==> src/rtl/cs_pkg.sv <==
package cs_pkg;
  localparam int CS_BLK_W = 10;
  localparam int CS_WS_W  = 4;

  typedef struct packed {
    logic [CS_BLK_W-1:0] blk;
    logic [CS_WS_W-1:0]  ws;
    logic                ign_rdy;
  } lo_cfg_t;

  typedef struct packed {
    logic [CS_BLK_W-1:0] blk;
    logic                top_ovr;
    logic                enable;
  } hi_cfg_t;
endpackage

==> src/rtl/cs_cfg_regs.sv <==
module cs_cfg_regs
  import cs_pkg::*;
#(
  parameter int DATA_W = 16
) (
  input  logic              clk,
  input  logic              rst_n,
  input  logic              wr_en,
  input  logic              wr_sel,
  input  logic [DATA_W-1:0] wr_data,
  output lo_cfg_t           lo_q,
  output hi_cfg_t           hi_q
);
  localparam int WS_LSB  = CS_BLK_W;
  localparam int IGN_BIT = CS_BLK_W + CS_WS_W;
  localparam int OVR_BIT = CS_BLK_W;
  localparam int EN_BIT  = CS_BLK_W + 1;

  logic [CS_BLK_W-1:0] d_blk;
  assign d_blk = wr_data[CS_BLK_W-1:0];

  always_ff @(posedge clk) begin
    if (!rst_n) begin
      lo_q.blk     <= '0;
      lo_q.ws      <= '1;
      lo_q.ign_rdy <= 1'b0;
      hi_q.blk     <= '0;
      hi_q.top_ovr <= 1'b0;
      hi_q.enable  <= 1'b0;
    end else if (wr_en) begin
      if (!wr_sel) begin
        lo_q.blk     <= d_blk;
        lo_q.ws      <= wr_data[WS_LSB +: CS_WS_W];
        lo_q.ign_rdy <= wr_data[IGN_BIT];
        if (hi_q.blk <= d_blk) hi_q.top_ovr <= 1'b0;
      end else begin
        hi_q.blk     <= d_blk;
        hi_q.top_ovr <= wr_data[OVR_BIT] && (d_blk > lo_q.blk);
        hi_q.enable  <= wr_data[EN_BIT];
      end
    end
  end
endmodule

==> src/rtl/cs_range_cmp.sv <==
module cs_range_cmp
  import cs_pkg::*;
#(
  parameter int ADDR_W = 20,
  parameter int IO_W   = 16
) (
  input  logic [ADDR_W-1:0]   addr,
  input  logic                io_space,
  input  logic [CS_BLK_W-1:0] lo_blk,
  input  logic [CS_BLK_W-1:0] hi_blk,
  input  logic                top_ovr,
  input  logic                enable,
  output logic                hit
);
  localparam int MEM_LSB = ADDR_W - CS_BLK_W;
  localparam int IO_LSB  = IO_W - CS_BLK_W;

  logic [CS_BLK_W-1:0] idx;
  logic above_lo, below_hi;

  always_comb begin
    idx      = io_space ? addr[IO_LSB +: CS_BLK_W] : addr[MEM_LSB +: CS_BLK_W];
    above_lo = (idx >= lo_blk);
    below_hi = top_ovr || (idx < hi_blk);
    hit      = enable && above_lo && below_hi;
  end
endmodule

==> src/rtl/cs_wait_ctr.sv <==
module cs_wait_ctr
  import cs_pkg::*;
(
  input  logic               clk,
  input  logic               rst_n,
  input  logic               sel_next,
  input  logic               sel_q,
  input  logic [CS_WS_W-1:0] ws,
  input  logic               ign_rdy,
  input  logic               ext_rdy,
  output logic               rdy
);
  logic [CS_WS_W-1:0] cnt_q;

  always_ff @(posedge clk) begin
    if (!rst_n)                        cnt_q <= '0;
    else if (sel_next && !sel_q)       cnt_q <= ws;
    else if (sel_q && cnt_q != '0)     cnt_q <= cnt_q - 1'b1;
  end

  assign rdy = sel_q && (cnt_q == '0) && (ign_rdy || ext_rdy);
endmodule

==> src/rtl/cs_range_decoder.sv <==
module cs_range_decoder
  import cs_pkg::*;
#(
  parameter int ADDR_W = 20,
  parameter int IO_W   = 16,
  parameter int DATA_W = 16
) (
  input  logic              clk,
  input  logic              rst_n,
  input  logic              cfg_wr_en,
  input  logic              cfg_wr_sel,
  input  logic [DATA_W-1:0] cfg_wr_data,
  input  logic [ADDR_W-1:0] addr,
  input  logic              io_space,
  input  logic              addr_valid,
  input  logic              cycle_end,
  input  logic              ext_rdy,
  output logic              cs_n,
  output logic              int_rdy
);
  lo_cfg_t lo_q;
  hi_cfg_t hi_q;
  logic    hit, sel_next, sel_q;

  cs_cfg_regs #(.DATA_W(DATA_W)) u_regs (
    .clk(clk), .rst_n(rst_n), .wr_en(cfg_wr_en), .wr_sel(cfg_wr_sel),
    .wr_data(cfg_wr_data), .lo_q(lo_q), .hi_q(hi_q)
  );

  cs_range_cmp #(.ADDR_W(ADDR_W), .IO_W(IO_W)) u_cmp (
    .addr(addr), .io_space(io_space), .lo_blk(lo_q.blk), .hi_blk(hi_q.blk),
    .top_ovr(hi_q.top_ovr), .enable(hi_q.enable), .hit(hit)
  );

  assign sel_next = addr_valid && !cycle_end && hit;

  always_ff @(posedge clk) begin
    if (!rst_n) sel_q <= 1'b0;
    else        sel_q <= sel_next;
  end

  assign cs_n = !sel_q;

  cs_wait_ctr u_wait (
    .clk(clk), .rst_n(rst_n), .sel_next(sel_next), .sel_q(sel_q),
    .ws(lo_q.ws), .ign_rdy(lo_q.ign_rdy), .ext_rdy(ext_rdy), .rdy(int_rdy)
  );
endmodule

==> config.mk <==
export PLATFORM = sky130hd
export DESIGN_NAME = cs_range_decoder
export DESIGN_NICKNAME = d
export VERILOG_FILES = /design/src/rtl/cs_pkg.sv /design/src/rtl/cs_cfg_regs.sv /design/src/rtl/cs_range_cmp.sv /design/src/rtl/cs_wait_ctr.sv /design/src/rtl/cs_range_decoder.sv
export SDC_FILE = /design/constraint.sdc
export NUM_CORES = 1
export LEC_CHECK = 0
export CORE_UTILIZATION = 46
export CTS_CLUSTER_DIAMETER = 50
export DETAILED_ROUTE_END_ITERATION = 6
export DONT_BUFFER_PORTS = 1
export GPL_TIMING_DRIVEN = 0
export HOLD_SLACK_MARGIN = 0.06
export SETUP_SLACK_MARGIN = 0.05
export SLEW_MARGIN = 20
export SYNTH_ARGS = -nofsm -noshare
export SYNTH_HDL_FRONTEND = slang
export SYNTH_HIERARCHICAL = 1
export SYNTH_SLANG_ARGS = --single-unit
==> constraint.sdc <==
create_clock -name clk -period 5.3 [get_ports clk]
set_input_delay 0.265 -clock clk [delete_from_list [all_inputs] [get_ports clk]]
set_output_delay 0.265 -clock clk [all_outputs]
set_load 0.005 [all_outputs]
==> results of run 1 <==
per-layer routing:
layer / GRT usage [%] / part of all wire (%) / routed length, um
met1: 26.9 / 49 / 2710
met2: 34.5 / 44 / 2460
met3: 5.56 / 4.8 / 266
met4: 6.79 / 2.1 / 118
met5: 0 / 0 / 0
per-stage QoR:
| step | instances | util [%] | hold slack (ns) | cell area, um2 |
|---|---|---|---|---|
| floorplan | 307 | - | 0.389 | 2470 |
| global placement | 377 | 49.8 | 0.396 | 2560 |
| detailed placement | 377 | 49.8 | 0.400 | 2560 |
| CTS | 385 | 52.3 | 0.102 | 2690 |
| global route | 385 | 52.3 | 0.100 | 2690 |
| finish | 385 | 52.3 | 0.101 | 2690 |
power by group through the flow:
stage,logic [W],registers [W],clock network (W)
6_report,0.000112,0.000260,0.000260
5_1_grt,0.000130,0.000261,0.000275
4_1_cts,0.000113,0.000260,0.000263
3_5_place_dp,0.000112,0.000265,0
3_3_place_gp,0.000109,0.000265,0
2_1_floorplan,0.0000898,0.000262,0
cell usage after synthesis, types with 2 or more instances:
cell type                  count  area share (%)
sky130_fd_sc_hd__a21oi_1      12             2.4
sky130_fd_sc_hd__o211ai_1      3            0.91
sky130_fd_sc_hd__nand3_1       8             1.6
sky130_fd_sc_hd__dfxtp_1      32              26
sky130_fd_sc_hd__ha_1         41              21
sky130_fd_sc_hd__nand2_1      59             9.0
sky130_fd_sc_hd__or3_1         2            0.51
sky130_fd_sc_hd__mux2_2        9             4.1
sky130_fd_sc_hd__a211oi_1      5             1.5
sky130_fd_sc_hd__inv_1        48             7.3
sky130_fd_sc_hd__a21boi_0     15             4.6
sky130_fd_sc_hd__and3b_1       2            0.71
sky130_fd_sc_hd__a21o_1        5             1.5
sky130_fd_sc_hd__clkbuf_1      3            0.46
sky130_fd_sc_hd__nand4_1       6             1.5
sky130_fd_sc_hd__nand2b_1      4             1.0
sky130_fd_sc_hd__a21boi_1      7             2.1
sky130_fd_sc_hd__nor2b_1       2            0.51
sky130_fd_sc_hd__nor2_1        5            0.76
sky130_fd_sc_hd__o21ai_0       4            0.81
sky130_fd_sc_hd__o31ai_1       3            0.91
sky130_fd_sc_hd__buf_2         4            0.81
sky130_fd_sc_hd__and4b_1       2            0.81
sky130_fd_sc_hd__nor3_1        2            0.40
cells by family after synthesis:
logic type / synth area share [%]
xor+xnor: 0.354
mux: 5.06
buf+inv: 9.31
fa+ha+maj: 20.7
simple gates: 19.8
flops: 25.9
compound gates: 18.8
sequential cells by signal, indices dropped and copies added (netlist names):
name / flops
u_regs/lo_q: 15
u_regs/hi_q: 12
sel_q: 1
u_wait/cnt_q: 4
final timing paths:
check | startpoint | to | depth (start not counted)
min reg2reg | u_regs/lo_q[0] | u_regs/lo_q[0] | 2
max | io_space | u_wait/cnt_q[1] | 11
max reg2reg | u_regs/lo_q[8] | u_wait/cnt_q[1] | 10
min | cfg_wr_data[1] | u_regs/lo_q[6] | 2
cell type report:
type / count / area, um2
Sequential cell: 32 / 641
Multi-Input combinational cell: 218 / 1600
Buffer: 9 / 50.0
Tap cell: 70 / 87.6
Clock inverter: 1 / 30.0
Clock buffer: 7 / 96.3
Fill cell: 512 / 2450
Inverter: 48 / 180
critical path: cells and delay by family:
kind,cells,cell delay (ns)
AOI/OAI and AO/OA,4,0.89
adders and majority gates,1,0.29
buffers and inverters,1,0.12
muxes,1,0.37
and+or+nand+nor,4,0.88
==> impl.org, run 1 <==
** Floorplanning
- Die outline area :: 5670 um2
- The initialized floorplan defines 26 standard-cell rows.
- The floorplan step set the die height to 75.3 um.
- Core Footprint :: 5140 um2
- Count of pins on the block boundary :: 46
- Initial standard-cell utilization of the core :: 48.1%
- Measured along the x axis, the die boundary spans 75.3 um.

** Route
- The pre-antenna-repair detailed-routing pass consisted of 4 iterations.
- Via density per instance :: 5.32
- In the routed design, unresolved DRC markers number 0.
- The final route contains 2048 vias.
- Final Routed Wirelength :: 5.55 mm
- In this run, the number of DRC markers left after iteration 0 of detailed routing was 50.
- Antenna viol nets, final :: 0
- In the final routed layout, each cell accounts on average for 14.4 um.

** Setup path
- The worst setup path is launched from an input port.
- Endpoint required time on the critical path :: 5.49 ns
- The setup path with the least slack is of type in2reg.
- CP peak stage delay :: 0.37 ns
- Of all nets on the critical path, the largest fanout is 10.
- Data arrives at the worst endpoint at 2.83 ns.
- Register-to-Register Setup Slack :: 2.70 ns
- The worst setup path is captured at a flop.
- Slowest cell on the critical path :: sky130_fd_sc_hd__mux2_2
- Traced cell by cell, the critical path runs through buf_6 -> mux2_2 -> ha_1 -> a211oi_1 -> nor2_1 -> o31ai_1 -> a21oi_2 -> and3b_2 -> or2_2 -> a21oi_1 -> and3b_1.

** STA
- Based on the critical path, the design can be clocked at up to 0.378 GHz.
- For the final database, setup skew stands at 0.00615 ns.
- Tmin final :: 2.64 ns
- Final period utilization :: 49.9%
- Setup slack on the critical path of the routed design comes to 2.66 ns.
- Final total negative setup slack :: 0 ns
- Unrepaired setup endpoints after global routing :: false
- Slew HR :: 65.8%
- Setup violations remaining at the end of the flow were counted as 0.
- Max-slew violations :: 0
- The count of endpoints failing hold in the final timing report is 0.
- At the pin with the least slew margin, the transition time is 0.514 ns.

** Yosys
- In this run, synthesis produced a sequential element count of 32.
- For this run, the register share of the synthesized area comes to 25.9%.
- Counting distinct cell types in the post-synthesis netlist gives 48.
- Fraction of synthesis flops using an asynchronous set or reset pin :: 0%
- Synthesis produced a netlist with a net count of 392.
- The synthesized netlist occupies a cell area of 2470 um2.
- After synthesis, the mean cell area works out to 8.05 um2.
- The cell count after synthesis came out at 307.
- Number of flops mapped to enable cells by yosys :: 0
- For this run, the number of Yosys warnings is 6.
- Synth Flop Type :: sky130_fd_sc_hd__dfxtp_1

** GRT
- Entering global routing, the biggest net connects 11 pins.
- Number of global-route vias before repair :: 1935
- Overall fraction of global-route tracks in use :: 21.0%
- The number of antenna violations at the first check in global routing was 0.
- For this run the aggregate overflow at the end of global routing stands at 0.
- The first global-routing pass estimated 8.73 mm of wire.

** Outcome
- The flow ran to the end, and the final reports show no timing, DRC or antenna violations.

** Clocking
- Hold repair after CTS inserted 0 buffers.
- Clock-pin slew was measured on the worst setup and hold paths at 0.07 ns.
- Gates resized during post-CTS repair numbered 0.
- The clock drives 32 sinks.
- Max Root-Sink Buffers :: 2
- Count of buffers added by post-CTS timing repair for setup :: 0
- The number of clock buffers added by TritonCTS is 5.
- H-tree levels :: 2
- TritonCTS built the clock tree.
- The clock reaches the later pin of the worst-skew pair after 0.29 ns.
- In this run the clock root is driven by a sky130_fd_sc_hd__clkbuf_8.

** Placed design
- Routability-driven placement finished with a final weighted congestion of 0.815.
- OpenSTA, run right after detailed placement, puts the worst setup slack at 2.37 ns.
- In this run the tool buffered the top-level ports with 0 buffer cells.
- Half-perimeter wire length after detailed placement :: 4.43 mm

** Power and ir drop
- IR Drop Worst-Case VDD :: 0.000226 V
- Per report_power, the clock group accounts for 41.1% of the total.
- In this run the power spent charging and discharging nets is 0.000164 W.
- PnR Total Power :: 0.000632 W
- Combinational cells account for 17.8% of the total power.
- Sequential fraction of design power :: 41.1%
- Cell-internal power :: 0.000468 W
- Of the total power, the share spent switching nets is 25.9%.
- Reported leakage power :: 1.13 nW
- In this run the power density over the cells is 235 nW/um2.

** Min path
- The path class of the tightest hold or removal check is in2reg.

** Cells and area
- N_diodes :: 0
- Total Nets Final :: 399
- Cells with a size suffix above 1 make up 9.84% of the layout.
- Relative to the synthesized area, the layout overhead comes to 8.65%.
- Leaving out fill and tap cells, the most frequent cell in the layout is sky130_fd_sc_hd__nand2_1.
- Top library cells by usage in the layout, fill and taps aside :: sky130_fd_sc_hd__nand2_1, sky130_fd_sc_hd__inv_1, sky130_fd_sc_hd__ha_1

** Run
- Across the run, the number of max-cap violations was 0.
(Power assumes the default switching activity.)
==> run 2, diff against run 1 <==
Clock period 5.3 ns to 2.34 ns, I/O delays scaled along.
==> run 2 against run 1 <==
  * The flow now finishes with violations (hold timing)
  * Total power rose by 120%
  * Die area did not move
  * Non-clock buffer count rose by 26
  * Largest power group unchanged
==> impl.org, run 2 (same netlist as run 1, synthesis figures left out) <==
** Outcome
- Outcome :: complete, but fails checks
- Failing checks :: hold timing

** Power and ir drop
- The ratio of total power to cell area was 444 nW/um2 (+89%).
- Sequential fraction of design power :: 43.3% (+2.2 points)
- Clock share of power :: 32.3% (-8.8 points)
- Reported leakage power :: 1.29 nW (+13%)
- The highest ir drop seen on vdd came to 0.000241 V (+6.6%).
- Net load switching power :: 0.000416 W (+150%)
- Combinational group share of total power :: 24.4% (+6.6 points)
- The switching power share of the total came to 30.5% (+4.6 points).
- Cell-internal power :: 0.000946 W (+100%)
- PnR Total Power :: 0.00136 W (+120%)

** STA
- The setup clock skew after layout came to 0.00521 ns (-0.000944 ns).
- Max-slew violations :: 0 (unchanged)
- Total of endpoints with negative setup slack in the final report :: 0 (unchanged)
- Unrepaired setup endpoints after global routing :: true
- Worst slew pin tran :: 0.529 ns (+0.0149 ns)
- Final period utilization :: 97.2%
- The worst path needs 2.27 ns of the cycle, external delays included.
- The count of endpoints failing hold in the final timing report is 2 (+2).
- Slew HR :: 64.8% (-1.0 points)
- The final worst hold slack was -0.00470 ns (-0.105 ns).
- Fmax achieved :: 0.440 GHz

** GRT
- The maximum number of pins on one net before global-route repair is 13 (+2).
- The wire length of the first global-routing pass was 9.51 mm (+8.9%).
- Antenna violations before repair :: 0 (unchanged)
- Number of global-route vias before repair :: 2003 (+3.5%)
- Overall fraction of global-route tracks in use :: 22.9% (+1.9 points)
- Overflow left after global routing :: 0 (unchanged)

** Floorplanning
- The number of top-level pins came to 46 (unchanged).
- Core Footprint :: 5140 um2 (unchanged)
- Die outline area :: 5670 um2 (unchanged)
- Initial standard-cell utilization of the core :: 48.1% (unchanged)
- The chip height was 75.3 um (unchanged).
- Row count :: 26 (unchanged)
- Chip width :: 75.3 um (unchanged)

** Cells and area
- Top register by number of flip-flops :: u_regs/lo_q
- The area of all sequential standard cells is 658 um2 (+2.7%).
- The top cell types in the final layout, fill and taps aside, are sky130_fd_sc_hd__nand2_1, sky130_fd_sc_hd__inv_1, sky130_fd_sc_hd__ha_1.
- The largest registers in the layout are u_regs/lo_q x15, u_regs/hi_q x12, u_wait/cnt_q x4.
- Relative to the synthesized area, the layout overhead comes to 24.0%.
- Area occupied by multi-input gates :: 1740 um2 (+8.7%)
- N_diodes :: 0 (unchanged)
- The layout cell share with drive strength beyond 1 was 19.6% (+9.8 points).
- The final instance area was 3070 um2 (+14%).
- The fill cell instance count of the final layout was 493 (-3.7%).
- The net count of the finished layout is 425 (+6.5%).
- Most common cell after layout, fill and taps aside :: sky130_fd_sc_hd__nand2_1
- Number of flip-flops under the largest register name :: 15 (unchanged)

** Route
- Post-detailed-route wirelength per cell :: 15.0 um (+4.1%)
- Met3 layer wire length in the routed design :: 222 um (-17%)
- Vias :: 2147 (+4.8%)
- Routed length on met1 :: 3.04 mm (+12%)
- The length of routed met2 wiring was 2.88 mm (+17%).
- Top metal layer carrying routed signals :: met4
- Antenna viol nets, final :: 0 (unchanged)
- # DRC :: 0 (unchanged)
- The sum of routed wire length over all layers is 6.17 mm (+11%).
- Via density per instance :: 5.22 (-1.8%)
- DRT iter0 DRCs :: 104 (+110%)
- The total iterations of the first detailed-routing run came to 4 (unchanged).

** Placed design
- The detailed placement HPWL came to 4.67 mm (+5.4%).
- The final estimated routing congestion in global placement is 0.815 (about the same).
- The post-detailed-placement cell area was 2630 um2 (+2.8%).
- The number of buffers added on ports came to 0 (unchanged).

** Setup path
- The worst path required time came to 2.52 ns (-2.97 ns).
- STA classifies the critical path endpoint as a flop.
- The arrival time reported for the critical path endpoint is 2.46 ns (-0.37 ns).
- Slowest cell on the critical path :: sky130_fd_sc_hd__dfxtp_2
- The worst setup path is launched from a flop.
- Max Fanout on Critical Path :: 7 (-3)
- The most numerous cell type found on the critical path is sky130_fd_sc_hd__a21oi_2.
- Worst setup path class :: reg2reg
- CP peak stage delay :: 0.36 ns (about the same)
- The signal on the critical path passes through inv_2 -> ha_4 -> nand4_1 -> or3_1 -> o221ai_2 -> a21oi_2 -> and3b_2 -> or2_4 -> a21oi_2 -> and3b_1.

** Clocking
- Max Root-Sink Buffers :: 2 (unchanged)
- The number of buffers inserted during clock tree synthesis is 5 (unchanged).
- The number of hold buffers added after CTS is 19 (+19).
- CTS tree :: yes
- The total number of clock tree sinks came to 32 (unchanged).
- The clock transition at the register clock pins on the worst setup and hold paths after CTS is 0.08 ns (about the same).
- The tree is rooted in a sky130_fd_sc_hd__clkbuf_8.
- The maximum level of the CTS H-tree came to 2 (unchanged).
- The insertion delay to the later sink of the worst-skew pair came to 0.28 ns (about the same).

** Run
- Max-capacitance violation count :: 0 (unchanged)

** Min path
- Kind of path behind the tightest hold check :: in2reg
-- run 2: layer usage --
layer	vias up	global-route usage [%]
met5	-	0
met4	0	4.94
met3	2	3.84
met2	39	38.4
met1	985	31.0
li1	1121	-
-- run 2: layout make-up --
class | count | share of cell area, %
well taps | 70 | 2.86
repair buffers | 26 | 8.00
inverters | 48 | 5.96
flip-flops and latches | 32 | 21.5
multi-input cells | 218 | 56.8
clock inverters | 3 | 0.776
clock buffers | 5 | 2.24
plain buffers | 9 | 1.92
-- run 2: worst paths after layout --
path,slack [ns],start,cells past startpoint,end
worst max-delay path,0.07,u_regs/hi_q[11],10,u_wait/cnt_q[1]
worst min-delay path,-0.005,rst_n,1,u_wait/cnt_q[1]
worst max register to register,0.07,u_regs/hi_q[11],10,u_wait/cnt_q[1]
worst min register to register,0.46,u_regs/lo_q[0],2,u_regs/lo_q[0]
-- run 2: power groups by stage --
stage,clock network [W],registers [W],logic (W)
after detailed placement,0,0.000602,0.000270
after global placement,0,0.000602,0.000264
after floorplan,0,0.000593,0.000219
final,0.000440,0.000589,0.000332
after global routing,0.000475,0.000592,0.000376
after CTS,0.000455,0.000590,0.000308
-- run 2: worst max-delay path, delay by kind of cell (launching register included) --
family / cells / cell delay (ns)
and+or+nand+nor: 5 / 1.15
DFF: 1 / 0.36
AOI/OAI and AO/OA: 3 / 0.36
adders and majority gates: 1 / 0.26
buffers and inverters: 1 / 0.05
-- run 2: repair_timing --
item,in CTS,in global routing
hold endpoints to repair,32,4
endpoints found under the setup margin,4,5
cloned,0,0
resized for setup,10,19
setup buffers,1,6
pin swaps,2,11
-- run 2: stage by stage --
stage                     setup TNS (ns)  cells  utilization (%)  setup slack [ns]
after floorplan                        0    307                -            0.0432
after global placement            -0.668    377             51.2            -0.198
after detailed placement          -0.721    377             51.2            -0.211
after CTS                              0    405             57.3            0.0376
after global routing              -0.128    411             59.6           -0.0585
final                                  0    411             59.6            0.0660
